$ cat src/rtl/tlb_xlate_check.sv
module tlb_xlate_check #(
  parameter int ADDR_W    = 48,
  parameter int IDX_W     = 12,
  parameter int STLB_SIZE = 2048,
  parameter int PS_W      = 6
) (
  input  logic              clk,
  input  logic              rst_n,
  input  logic              req_valid,
  input  logic [ADDR_W-1:0] req_vaddr,
  input  logic [1:0]        req_acc,
  input  logic [1:0]        req_plv,
  input  logic              req_wide,
  input  logic [IDX_W-1:0]  ent_index,
  input  logic [PS_W-1:0]   ent_ps,
  input  logic [PS_W-1:0]   glb_ps,
  input  logic [ADDR_W-1:0] ent_even,
  input  logic [ADDR_W-1:0] ent_odd,
  output logic              rsp_valid,
  output logic [2:0]        rsp_code,
  output logic [ADDR_W-1:0] rsp_paddr,
  output logic              rsp_r,
  output logic              rsp_w,
  output logic              rsp_x
);
  localparam int PN_W = ADDR_W - 12;
  localparam logic [PN_W-1:0] NARROW_PN = {{(PN_W-20){1'b0}}, {20{1'b1}}};

  localparam logic [1:0] ACC_FETCH = 2'd0;
  localparam logic [1:0] ACC_STORE = 2'd2;

  localparam logic [2:0] C_OK    = 3'd0;
  localparam logic [2:0] C_INVAL = 3'd1;
  localparam logic [2:0] C_XI    = 3'd2;
  localparam logic [2:0] C_RI    = 3'd3;
  localparam logic [2:0] C_PRIV  = 3'd4;
  localparam logic [2:0] C_DIRTY = 3'd5;

  logic              own_ps;
  logic [PS_W-1:0]   ps;
  logic [PS_W-1:0]   sw_sh;
  logic [ADDR_W-1:0] word;
  logic              f_v, f_d, f_strict, f_nr, f_nx, priv_bad;
  logic [1:0]        f_lvl;
  logic [PN_W-1:0]   pn_lim, pn;
  logic [ADDR_W-1:0] off_mask, pa;
  logic [2:0]        code;

  assign own_ps = {1'b0, ent_index} >= (IDX_W+1)'(STLB_SIZE);
  assign ps     = own_ps ? ent_ps : glb_ps;
  assign word   = req_vaddr[ps] ? ent_odd : ent_even;

  assign f_v      = word[0];
  assign f_d      = word[1];
  assign f_lvl    = word[3:2];
  assign f_strict = req_wide & word[4];
  assign f_nr     = req_wide & word[5];
  assign f_nx     = req_wide & word[6];

  assign priv_bad = f_strict ? (req_plv != f_lvl) : (req_plv > f_lvl);

  assign pn_lim   = req_wide ? word[ADDR_W-1:12] : (word[ADDR_W-1:12] & NARROW_PN);
  assign sw_sh    = (ps > PS_W'(12)) ? ps - PS_W'(12) : '0;
  assign pn       = pn_lim & ({PN_W{1'b1}} << sw_sh);
  assign off_mask = ~({ADDR_W{1'b1}} << ps);
  assign pa       = {pn, 12'b0} | (req_vaddr & off_mask);

  always_comb begin
    code = C_OK;
    if (!f_v)                                              code = C_INVAL;
    else if (req_acc == ACC_FETCH && f_nx)                 code = C_XI;
    else if (req_acc != ACC_FETCH && req_acc != ACC_STORE && f_nr) code = C_RI;
    else if (priv_bad)                                     code = C_PRIV;
    else if (req_acc == ACC_STORE && !f_d)                 code = C_DIRTY;
  end

  always_ff @(posedge clk) begin
    if (!rst_n) begin
      rsp_valid <= 1'b0;
      rsp_code  <= '0;
      rsp_paddr <= '0;
      rsp_r     <= 1'b0;
      rsp_w     <= 1'b0;
      rsp_x     <= 1'b0;
    end else begin
      rsp_valid <= req_valid;
      if (req_valid) begin
        rsp_code <= code;
        if (code == C_OK) begin
          rsp_paddr <= pa;
          rsp_r     <= 1'b1;
          rsp_w     <= f_d;
          rsp_x     <= ~f_nx;
        end else begin
          rsp_paddr <= '0;
          rsp_r     <= 1'b0;
          rsp_w     <= 1'b0;
          rsp_x     <= 1'b0;
        end
      end
    end
  end
endmodule


$ cat config.mk
export PLATFORM = sky130hd
export DESIGN_NAME = tlb_xlate_check
export DESIGN_NICKNAME = d
export VERILOG_FILES = /design/src/rtl/tlb_xlate_check.sv
export SDC_FILE = /design/constraint.sdc
export NUM_CORES = 1
export LEC_CHECK = 0
export BUFFER_PORTS_ARGS = -buffer_cell sky130_fd_sc_hd__clkbuf_2
export CAP_MARGIN = 5
export CORE_UTILIZATION = 45
export DETAILED_ROUTE_END_ITERATION = 7
export PLACE_DENSITY = 0.78
export SLEW_MARGIN = 25
export SYNTH_ARGS = -nofsm -noshare
export SYNTH_HDL_FRONTEND = slang
export SYNTH_SLANG_ARGS = --single-unit
$ cat constraint.sdc
create_clock -name clk -period 5.9 [get_ports clk]
set_clock_uncertainty 0.15 [all_clocks]
set_input_delay 0.295 -clock clk [delete_from_list [all_inputs] [get_ports clk]]
set_output_delay 0.295 -clock clk [all_outputs]
set_load 0.1 [all_outputs]
### Word-level counts from Yosys, hierarchy flattened

Cells that the tools add are included.

| operators by class | value |
|---|---|
| add/sub/neg operators | 1 |
| magnitude comparators | 4 |
| eq/ne operators | 3 |
| shift operators | 2 |
| muxes and demuxes | 16 |
| bitwise operators | 8 |
| reduce and logical (&&, ||, !) cells | 8 |

Operators with widths:

| cell | count |
|---|---|
| $mux W48 | 2 |
| $and A48 B48 Y48 | 1 |
| $not A48 Y48 | 1 |
| $or A48 B48 Y48 | 1 |
| $shl A48 B6 Y48 const A | 1 |
| $and A36 B36 Y36 | 1 |
| $mux W36 | 1 |
| $shl A36 B6 Y36 const A | 1 |
| $mux W3 | 5 |
| $ge A12 B12 Y1 const B | 1 |
| $mux W6 | 2 |
| $lt A6 B7 Y1 const B | 1 |
| $bmux W1 S6 | 1 |
| $gt A6 B4 Y1 const B | 1 |
| $sub A6 B4 Y6 const B | 1 |
| $mux W1 | 5 |
| $logic_and A1 B1 Y1 | 4 |
| $and A1 B1 Y1 | 3 |
| $logic_not A3 Y1 | 1 |
| $eq A2 B2 Y1 const B | 1 |
| $gt A2 B2 Y1 | 1 |
| $logic_not A2 Y1 | 1 |
| $ne A2 B2 Y1 | 1 |
| $ne A2 B2 Y1 const B | 1 |
| 3 further kinds | 3 |

| storage, ports and cells | value |
|---|---|
| register bits | 55 |
| bits of input ports | 176 |
| output and inout bits | 55 |
| logic and storage cells | 48 |

### Longest topological paths before layout

Gate-level depths: netlist of the first run.

| depth | value |
|---|---|
| depth in word-level cells | 14 |
| mapped depth | 22 |
| mapped depth without buffers | 17 |

### Worst setup path before layout of the first run

OpenSTA, ideal clock, no wires.

| path | value |
|---|---|
| path kind | in2reg |
| start point | in glb_ps[1] |
| end point | reg rsp_paddr[43] |
| library setup time | 0.134 ns |
| arrival time | 3.798 ns |
| data required time | 5.616 ns |
| slack | 1.819 ns |
| stages on the path | 20 |
| buffers on the path | 6 |
| path through | buf_2 mux2_2 buf_2 mux2i_1 mux2i_1 o31ai_1 a21oi_1 a31o_1 buf_6 buf_4 mux2_2 ha_1 a22oi_1 o21bai_1 nand2b_1 buf_2 nor2_1 mux2i_2 buf_4 o221ai_1 |

| on the way | value |
|---|---|
| word-level cells in the longest chain between the ends | 13 |
| elaborated cells on any way between the ends | 31 |

Ends and longest elaborated chain:

| what | line | text |
|---|---|---|
| from (decl) | 16 | `input logic [PS_W-1:0] glb_ps,` |
| $mux W6 (*) | 50 | `assign ps = own_ps ? ent_ps : glb_ps;` |
| parallel branches: the longest is 11 deep, another holds $gt A2 B2 Y1 | - |  |
| $mux W48 (*) | 89 | `if (code == C_OK) begin` |
| to (signal assigned) | 90 | `rsp_paddr <= pa;` |
| to (decl) | 21 | `output logic [ADDR_W-1:0] rsp_paddr,` |

Mark *: on every way between the ends. The select of a mux whose other input is x is not followed.
A chain may end at the register's enable or synchronous reset.

### Worst setup path after layout of the first run

| path | value |
|---|---|
| start point | in ent_index[11] |
| end point | reg rsp_paddr[24] |

| on the way | value |
|---|---|
| word-level cells in the longest chain between the ends | 14 |
| elaborated cells on any way between the ends | 32 |

Ends and longest elaborated chain:

| what | line | text |
|---|---|---|
| from (decl) | 14 | `input logic [IDX_W-1:0] ent_index,` |
| $ge A12 B12 Y1 (*) | 49 | `assign own_ps = {1'b0, ent_index} >= (IDX_W+1)'(STLB_SIZE);` |
| $mux W6 (*) | 50 |  |
| parallel branches: the longest is 11 deep, another holds $gt A2 B2 Y1 | - |  |
| $mux W48 (*) | 89 |  |

Marks and branches as above.

==> impl_metrics.py, run 1 <==
metrics = {
    "pwr": {
        "leakagePower_uw": 0.002732,
        "finalPower_uw": 1223,
        "vdd_ir_drop_max_mv": 0.1082,
        "powerDensity_nw_per_um2": 208.7,
    },
    "worst_setup_path": {
        "cp_cell_sequence": "clkbuf_2 -> buf_4 -> mux2i_1 -> buf_4 -> nand2_1 -> a311oi_1 -> nand2_1 -> o22ai_1 -> a31o_1 -> mux2_2 -> ha_1 -> a22oi_1 -> o21bai_1 -> nand2b_1 -> nor2_1 -> mux2i_2 -> o221ai_1",
        "rrSetupSlack_ps": 4900,
        "critPathMaxStageDelay_ps": 500,
        "crit_required_ps": 5950,
        "critPathArrivalTime_ps": 4860,
        "crit_fanout": 28,
        "start_kind": "primary input",
        "critical_path_class": "primary input to flop",
        "end_kind": "flop",
        "cp_slowest_cell": "mux2i_2",
        "worstReg2RegEnd": "rsp_paddr[29]$_SDFFE_PN0P_",
        "worstSetupEndpoint": "rsp_paddr[24]$_SDFFE_PN0P_",
        "reg2reg_from": "rsp_paddr[29]$_SDFFE_PN0P_",
        "r2r_cells": 3,
        "cp-startpoint": "ent_index[11]",
    },
    "routing": {
        "routed_wl_um": 18050,
        "top_layer_used": "met4",
        "wl_met1_um": 7528,
        "drt_iter0_markers": 511,
        "post_drt_wl_per_cell_um": 18.53,
        "dr_wl_met3_um": 1786,
        "antenna_left": 0,
        "via_count": 5750,
        "met2_length_um": 8186,
        "drc": 0,
        "via_per_inst": 5.903,
        "dr.pass1.iters": 6,
    },
    "cts": {
        "clockBufferDepth": 2,
        "worstSkewPairLatency_ps": 330,
        "cts_tree": "done",
        "ctsHoldBuffers": 0,
        "cts_resized": 0,
        "clkSlewWorstSetupHoldPaths_ps": 110,
        "post-cts-setup-buffers": 0,
        "cts_buffers": 5,
        "cts_root_buf": "clkbuf_8",
        "htree_levels": 2,
        "cts.sinks": 55,
    },
    "synthesis": {
        "yosysTopAreaCellShare_pct": 23.54,
        "syn-cell-area_um2": 4678,
        "synth.distinct_cells": 61,
        "synth_edf_count": 0,
        "synth_top_area_cell": "dfxtp_1",
        "synth.most_common_cell": "nand2_1",
        "synth-main-ff-cell": "dfxtp_1",
        "synth-seq-cells": 55,
        "async_flop_share_pct": 0,
        "avgSynthCellArea_um2": 7.142,
        "synth.top_cells.by_count": "172 x nand2_1, 55 x dfxtp_1, 51 x o21ai_0",
        "synthTopCellsByArea": "dfxtp_1 24%, nand2_1 14%, mux2i_1 6.0%",
        "syn_nets": 837,
        "syn_inst": 655,
        "yosysWarnings": 0,
        "ys_seq_area_share_pct": 23.54,
    },
    "sta": {
        "slew_headroom_pct": 43.79,
        "whs_ps": 54.31,
        "rsz0062_at_grt": "no",
        "clock.fmax_mhz": 207.8,
        "worstMarginPinSlew_ps": 840.0,
        "tns_ps": 0,
        "slew_viol_final": 0,
        "hold_viol_final": 0,
        "post-route-period-util_pct": 81.55,
        "setup_violations": 0,
        "period_needed_ps": 4812,
    },
    "global_routing": {
        "grt_max_degree": 56,
        "antenna_found_initial": 0,
        "grt_usage_pct": 32.67,
        "grt_first_pass_wirelength_um": 27880,
        "grt.overflow.total": 0,
        "grt_pass1_vias": 5246,
    },
    "layout": {
        "post-route-util_pct": 59.14,
        "drive_gt1_share_pct": 32.46,
        "antenna_cells": 0,
        "layout.nets": 1022,
        "n_fill_cell": 992,
        "area_growth_syn_to_layout_pct": 25.27,
    },
    "floorplanning": {
        "dieArea_um2": 10810,
        "start_util_pct": 47.21,
        "rows": 36,
        "io_pins": 231,
        "core_um2": 9910,
        "die_x_um": 104.0,
        "die_h_um": 104.0,
    },
    "placement": {
        "gp_congestion": 0.9678,
        "port_buffers": 209,
        "dp_hpwl_um": 14180,
    },
    "outcome": {
        "status": "completed",
    },
    "run": {
        "drv_cap": 0,
    },
    "worst_hold_path": {
        "hold_class": "primary input to flop",
    },
}
[state kept, by name (all words and copies together), names as in the netlist]
signal / cells
rsp_x: 1
rsp_w: 1
rsp_code: 3
rsp_r: 1
rsp_valid: 1
rsp_paddr: 48
[cells in the final DEF (no fill, tap or decap), drive strengths merged, types with 16 or more instances in the layout]
master  count
dfxtp      55
mux2i      31
clkbuf    214
o221ai     21
mux2       25
nand2     172
nand3      26
o21ai      65
inv        16
nor2       43
a21oi      26
[cells by family after synthesis]
kind of cell,synth area share (%)
DFF,23.54
adders and majority gates,1.605
and+or+nand+nor,26.96
buffers and inverters,6.392
AOI/OAI and AO/OA,27.89
muxes,13.61
[cell type report]
type | count | area, um^2 | area share, %
clock inverter | 3 | 26.28 | 0.4483
timing repair buffer | 220 | 1141 | 19.47
multi-input combinational | 542 | 3297 | 56.26
tap | 133 | 166.4 | 2.839
sequential | 55 | 1101 | 18.79
clock buffer | 5 | 68.82 | 1.174
inverter | 16 | 60.06 | 1.025
[routing by layer]
layer	track usage [%]	up-vias
met4	11.94	0
li1	-	2740
met5	0	-
met2	52.14	326
met3	7.957	39
met1	42.53	2645
[worst min-delay path by stage]
| stage | from | to | depth (start not counted) |
|---|---|---|---|
| after CTS | req_vaddr[11] | rsp_paddr[11]$_SDFFE_PN0P_ | 3 |
| after detailed placement | rsp_r$_SDFFE_PN0P_ | rsp_r$_SDFFE_PN0P_ | 2 |
| after global routing | req_vaddr[7] | rsp_paddr[7]$_SDFFE_PN0P_ | 3 |
| after floorplan | req_valid | rsp_code[1]$_SDFFE_PN0P_ | 1 |
| final | req_vaddr[7] | rsp_paddr[7]$_SDFFE_PN0P_ | 3 |
| after global placement | rsp_r$_SDFFE_PN0P_ | rsp_r$_SDFFE_PN0P_ | 2 |
[power breakdown]
part / internal (uW) / switching (uW) / total (uW) / leakage, uW
Sequential: 388 / 8.73 / 397 / 0.000445
Combinational: 192 / 396 / 588 / 0.00224
Clock: 88.1 / 150 / 238 / 0.0000491
Total: 668 / 555 / 1220 / 0.00273
[per-stage QoR]
stage | setup WS, ps | instance area [um^2] | std cells
after floorplan | 1819 | 4678 | 655
after global placement | 885.8 | 5763 | 966
after detailed placement | 824.3 | 5763 | 966
after CTS | 1168 | 5858 | 974
after global routing | 730.6 | 5861 | 974
final | 1088 | 5861 | 974
[critical path, delay by kind of cell]
family,cells,cell delay [ps]
AND/OR/NAND/NOR,4,640
multiplexers,3,1060
adder cells (fa/ha/maj),1,280
buffers and inverters,3,990
AO/OA/AOI/OAI,6,1590
(Power assumes the default switching activity.)
==> run 2: changes to the inputs <==
==> constraint.sdc (replaced) <==
create_clock -name clk -period 4.5 [get_ports clk]
set_clock_uncertainty 0.15 [all_clocks]
set_input_delay 0.225 -clock clk [delete_from_list [all_inputs] [get_ports clk]]
set_output_delay 0.225 -clock clk [all_outputs]
set_load 0.1 [all_outputs]
==> run 2 against run 1 <==
  * Non-clock buffer count is 22 higher
  * Sequential share of layout area is 0.65 points lower
  * Final cell count increased by 2.3%
  * Die area did not move
  * Global-route usage shrank 0.057 points
  * Clock power rose by 49%
==> impl_metrics.py, run 2 (synthesis results as in run 1) <==
metrics = {
    "outcome": {
        "status": "completed",
    },
    "worst_setup_path": {
        "cp_cell_sequence": "clkbuf_2 -> buf_4 -> mux2i_1 -> buf_4 -> nand2_1 -> nand4_1 -> nand4_1 -> o22ai_1 -> a31o_1 -> mux2_2 -> ha_1 -> a22oi_1 -> o21bai_1 -> nand2b_1 -> nor3b_1 -> mux2i_1 -> buf_4 -> o221ai_1",
        "crit_fanout": 14,
        "cp_slowest_cell": "mux2_2",
        "critPathArrivalTime_ps": 4040,
        "critPathMaxStageDelay_ps": 360,
        "critical_path_class": "primary input to flop",
        "start_kind": "primary input",
        "end_kind": "flop",
        "crit_required_ps": 4540,
        "timing.critical_path.mode_cell": "buf_4",
    },
    "global_routing": {
        "grt_first_pass_wirelength_um": 28260,
        "grt_max_degree": 43,
        "grt_pass1_vias": 5371,
        "grt_usage_pct": 32.61,
        "antenna_found_initial": 0,
        "grt.overflow.total": 0,
    },
    "routing": {
        "routed_wl_um": 18310,
        "post_drt_wl_per_cell_um": 18.39,
        "antenna_left": 0,
        "drc": 0,
        "dr.pass1.iters": 5,
        "via_per_inst": 5.929,
        "drt_iter0_markers": 543,
        "via_count": 5905,
    },
    "floorplanning": {
        "dieArea_um2": 10810,
        "start_util_pct": 47.21,
        "io_pins": 231,
        "die_x_um": 104.0,
        "core_um2": 9910,
        "die_h_um": 104.0,
        "rows": 36,
    },
    "cts": {
        "cts_buffers": 5,
        "worstSkewPairLatency_ps": 320,
        "clkSlewWorstSetupHoldPaths_ps": 110,
        "post-cts-setup-buffers": 0,
        "cts_resized": 0,
        "ctsHoldBuffers": 3,
        "cts_root_buf": "clkbuf_8",
        "cts_tree": "done",
        "htree_levels": 2,
        "cts.sinks": 55,
        "clockBufferDepth": 2,
    },
    "layout": {
        "drive_gt1_share_pct": 33.37,
        "n_fill_cell": 992,
        "fin_cells": 996,
        "largest_register_ffs": 48,
        "post-route-util_pct": 61.28,
        "layout_common_cells": "209 x clkbuf_2, 172 x nand2_1, 55 x dfxtp_1",
        "area_growth_syn_to_layout_pct": 29.79,
        "layout.nets": 1044,
        "regMostFlops": "rsp_paddr",
        "final_common_cell": "clkbuf_2",
        "antenna_cells": 0,
        "reg_top3": "rsp_paddr x48, rsp_code x3",
    },
    "placement": {
        "dp_hpwl_um": 14620,
        "dpl.cell_count": 982,
        "port_buffers": 209,
        "gp_congestion": 0.9726,
    },
    "sta": {
        "post-route-period-util_pct": 88.88,
        "hold_viol_final": 0,
        "clock.fmax_mhz": 250.0,
        "setup_violations": 0,
        "worstMarginPinSlew_ps": 700.5,
        "slew_headroom_pct": 52.98,
        "slew_viol_final": 0,
        "period_needed_ps": 3999,
        "rsz0062_at_grt": "no",
        "tns_ps": 0,
    },
    "run": {
        "drv_cap": 0,
    },
    "pwr": {
        "leakagePower_uw": 0.002848,
        "powerDensity_nw_per_um2": 274.6,
        "vdd_ir_drop_max_mv": 0.1477,
    },
    "worst_hold_path": {
        "hold_class": "primary input to flop",
    },
}
-- run 2: changes by cell type in the layout (fill, tap and decap cells not counted), sizes merged --
cell / previous run / this run
dlygate4sd3: 0 / 6
bufinv: 0 / 1
buf: 11 / 27
inv: 16 / 15
-- run 2: through the flow --
stage	worst slack, ps	hold WS (ps)	total power, uW	cell area (um^2)
2_1_floorplan	488.9	175.2	1080	4678
3_3_place_gp	260.8	279.8	1300	5896
3_5_place_dp	243.7	282.3	1304	5896
4_1_cts	577.8	0.1313	1657	6042
5_1_grt	290.1	3.578	1743	6072
6_report	500.6	9.705	1668	6072
-- run 2: worst max-delay path: cells and delay by family --
kind,cells,cell delay (ps)
compound gates,5,1040
buf+inv,4,910
mux,3,860
simple gates,5,700
fa+ha+maj,1,280
-- run 2: power breakdown --
part           internal (uW)  leakage [uW]  total, uW  switching, uW
clock network            169     0.0000587        355            186
registers                509      0.000445        520           11.6
logic                    266       0.00234        792            525
-- run 2: path summary, 6_finish.rpt --
| kind | startpoint | to | slack (ps) | cells after the start |
|---|---|---|---|---|
| worst max register to register | rsp_paddr[29]$_SDFFE_PN0P_ | rsp_paddr[29]$_SDFFE_PN0P_ | 3520 | 3 |
| worst max-delay path | ent_index[11] | rsp_paddr[37]$_SDFFE_PN0P_ | 500 | 18 |
| worst min-delay path | req_vaddr[0] | rsp_paddr[0]$_SDFFE_PN0P_ | 10 | 3 |
| worst min register to register | rsp_r$_SDFFE_PN0P_ | rsp_r$_SDFFE_PN0P_ | 300 | 2 |
-- run 2: cell type report --
cell class              count  area [um^2]  area share [%]
multi-input cells         542         3294           54.26
repair buffers            242         1334           21.97
flip-flops and latches     55         1101           18.13
well taps                 133        166.4           2.741
clock buffers               5        68.82           1.133
inverters                  16        60.06          0.9891
clock inverters             3        47.55          0.7830
-- run 2: metal layers --
layer / global-route usage, % / wire length [um] / vias to the layer above
met5: 0 / 0 / -
met4: 10.71 / 569 / 0
met3: 6.078 / 1890 / 56
met2: 52.86 / 8306 / 380
met1: 43.38 / 7547 / 2689
li1: - / - / 2780
==> run 3: changes to the inputs <==
--- a/config.mk
+++ b/config.mk
@@ -10,6 +10,7 @@
 export CORE_UTILIZATION = 45
 export DETAILED_ROUTE_END_ITERATION = 7
 export PLACE_DENSITY = 0.78
+export RECOVER_POWER = 100
 export SLEW_MARGIN = 25
 export SYNTH_ARGS = -nofsm -noshare
 export SYNTH_HDL_FRONTEND = slang
==> run 3 against run 2 <==
  * Sequential share of layout area is 0.37 points higher
  * Via count down 0.22%
  * Hold slack about the same
  * Sequential power about the same
  * Register-to-register slack barely moved
  * Critical path type unchanged
==> impl_metrics.py, run 3 (synthesis results as in run 1) <==
metrics = {
    "layout": {
        "layout_common_cells": "172 x nand2_1, 155 x clkbuf_2, 57 x clkbuf_1",
        "largest_register_ffs": 48,
        "antenna_cells": 0,
        "final_area_um2": 5952,
        "area_growth_syn_to_layout_pct": 27.23,
        "layout.nets": 1044,
        "regMostFlops": "rsp_paddr",
        "final_common_cell": "nand2_1",
        "drive_gt1_share_pct": 25.96,
        "reg_top3": "rsp_paddr x48, rsp_code x3",
    },
    "worst_hold_path": {
        "hold_class": "primary input to flop",
    },
    "placement": {
        "place_area_um2": 5896,
        "port_buffers": 209,
        "gp_congestion": 0.9726,
        "dp_hpwl_um": 14620,
    },
    "sta": {
        "worstMarginPinSlew_ps": 1228,
        "slew_headroom_pct": 18.49,
        "clock.fmax_mhz": 239.7,
        "post-route-period-util_pct": 92.71,
        "tns_ps": 0,
        "slew_viol_final": 0,
        "period_needed_ps": 4172,
        "rsz0062_at_grt": "no",
        "hold_viol_final": 0,
        "setup_violations": 0,
    },
    "cts": {
        "clkSlewWorstSetupHoldPaths_ps": 110,
        "worstSkewPairLatency_ps": 320,
        "cts_root_buf": "clkbuf_8",
        "post-cts-setup-buffers": 0,
        "cts.sinks": 55,
        "htree_levels": 2,
        "ctsHoldBuffers": 3,
        "cts_tree": "done",
        "clockBufferDepth": 2,
        "cts_resized": 0,
        "cts_buffers": 5,
    },
    "floorplanning": {
        "die_x_um": 104.0,
        "die_h_um": 104.0,
        "dieArea_um2": 10810,
        "start_util_pct": 47.21,
        "io_pins": 231,
        "core_um2": 9910,
        "rows": 36,
    },
    "pwr": {
        "combPwrFrac_pct": 47.1,
        "p_sw_share_pct": 43.47,
        "internal-power_uw": 936.6,
        "vdd_ir_drop_max_mv": 0.1498,
        "power.switching_uw": 720.2,
        "seq_power_share_pct": 31.4,
        "clock_power_share_pct": 21.5,
        "leakagePower_uw": 0.002643,
        "powerDensity_nw_per_um2": 278.4,
    },
    "routing": {
        "drt_iter0_markers": 470,
        "routed_wl_um": 18380,
        "dr.pass1.iters": 7,
        "drc": 0,
        "via_per_inst": 5.916,
        "antenna_left": 0,
        "via_count": 5892,
        "post_drt_wl_per_cell_um": 18.45,
    },
    "global_routing": {
        "grt.overflow.total": 0,
        "grt_usage_pct": 32.61,
        "antenna_found_initial": 0,
        "grt_first_pass_wirelength_um": 28260,
        "grt_pass1_vias": 5371,
        "grt_max_degree": 43,
    },
    "run": {
        "drv_cap": 0,
    },
    "worst_setup_path": {
        "start_kind": "primary input",
        "critical_path_class": "primary input to flop",
        "end_kind": "flop",
        "critPathArrivalTime_ps": 4260,
        "crit_fanout": 21,
        "crit_required_ps": 4590,
    },
    "outcome": {
        "status": "completed",
    },
}
run 3: worst paths after layout:
check             slack, ps  depth (start not counted)                    endpoint                  startpoint
setup / recovery        330                         17   rsp_paddr[8]$_SDFFE_PN0P_               ent_index[11]
hold / removal           10                          3   rsp_paddr[0]$_SDFFE_PN0P_                req_vaddr[0]
setup reg to reg       3520                          3  rsp_paddr[29]$_SDFFE_PN0P_  rsp_paddr[29]$_SDFFE_PN0P_
hold reg to reg         300                          2          rsp_r$_SDFFE_PN0P_          rsp_r$_SDFFE_PN0P_
run 3: area by class of cell:
class                           count  area [um^2]
Fill cell                        1023         3958
Sequential cell                    55         1101
Multi-Input combinational cell    542         3253
Tap cell                          133        166.4
Inverter                           16        60.06
Clock buffer                        5        68.82
Clock inverter                      3        47.55
Timing Repair Buffer              242         1255
run 3: per-layer routing:
layer | wire length (um) | global-route usage (%) | up-vias
met3 | 1807 | 6.078 | 54
met4 | 550 | 10.71 | 0
met2 | 8335 | 52.86 | 358
met5 | 0 | 0 | -
li1 | - | - | 2778
met1 | 7687 | 43.38 | 2702
run 3: worst max-delay path: stages:
cell and delay (ps):
clkbuf_2 220, buf_4 220, nor2_1 130, a22oi_1 320, a21oi_1 70, o32ai_1 390
a311o_1 220, a31o_1 260, mux2i_1 220, ha_1 270, a21oi_1 180, a22oi_1 100
o21bai_1 190, nand2b_1 300, mux2_1 530, buf_12 230, o21ai_0 180
run 3: power groups by stage:
stage / combinational [uW] / clock [uW] / sequential, uW
2_1_floorplan: 392 / 0 / 689
3_3_place_gp: 769 / 0 / 531
3_5_place_dp: 773 / 0 / 531
4_1_cts: 778 / 359 / 520
5_1_grt: 831 / 377 / 523
6_report: 781 / 356 / 520
run 3: stage by stage:
stage	instances	util [%]	power [uW]	setup WS [ps]	hold slack, ps
after floorplan	655	-	1080	488.9	175.2
after global routing	996	60.06	1731	163.0	3.578
final	996	60.06	1657	327.9	9.768
after global placement	982	59.49	1300	260.8	279.8
after CTS	993	60.97	1657	577.8	0.1313
after detailed placement	982	59.49	1304	243.7	282.3
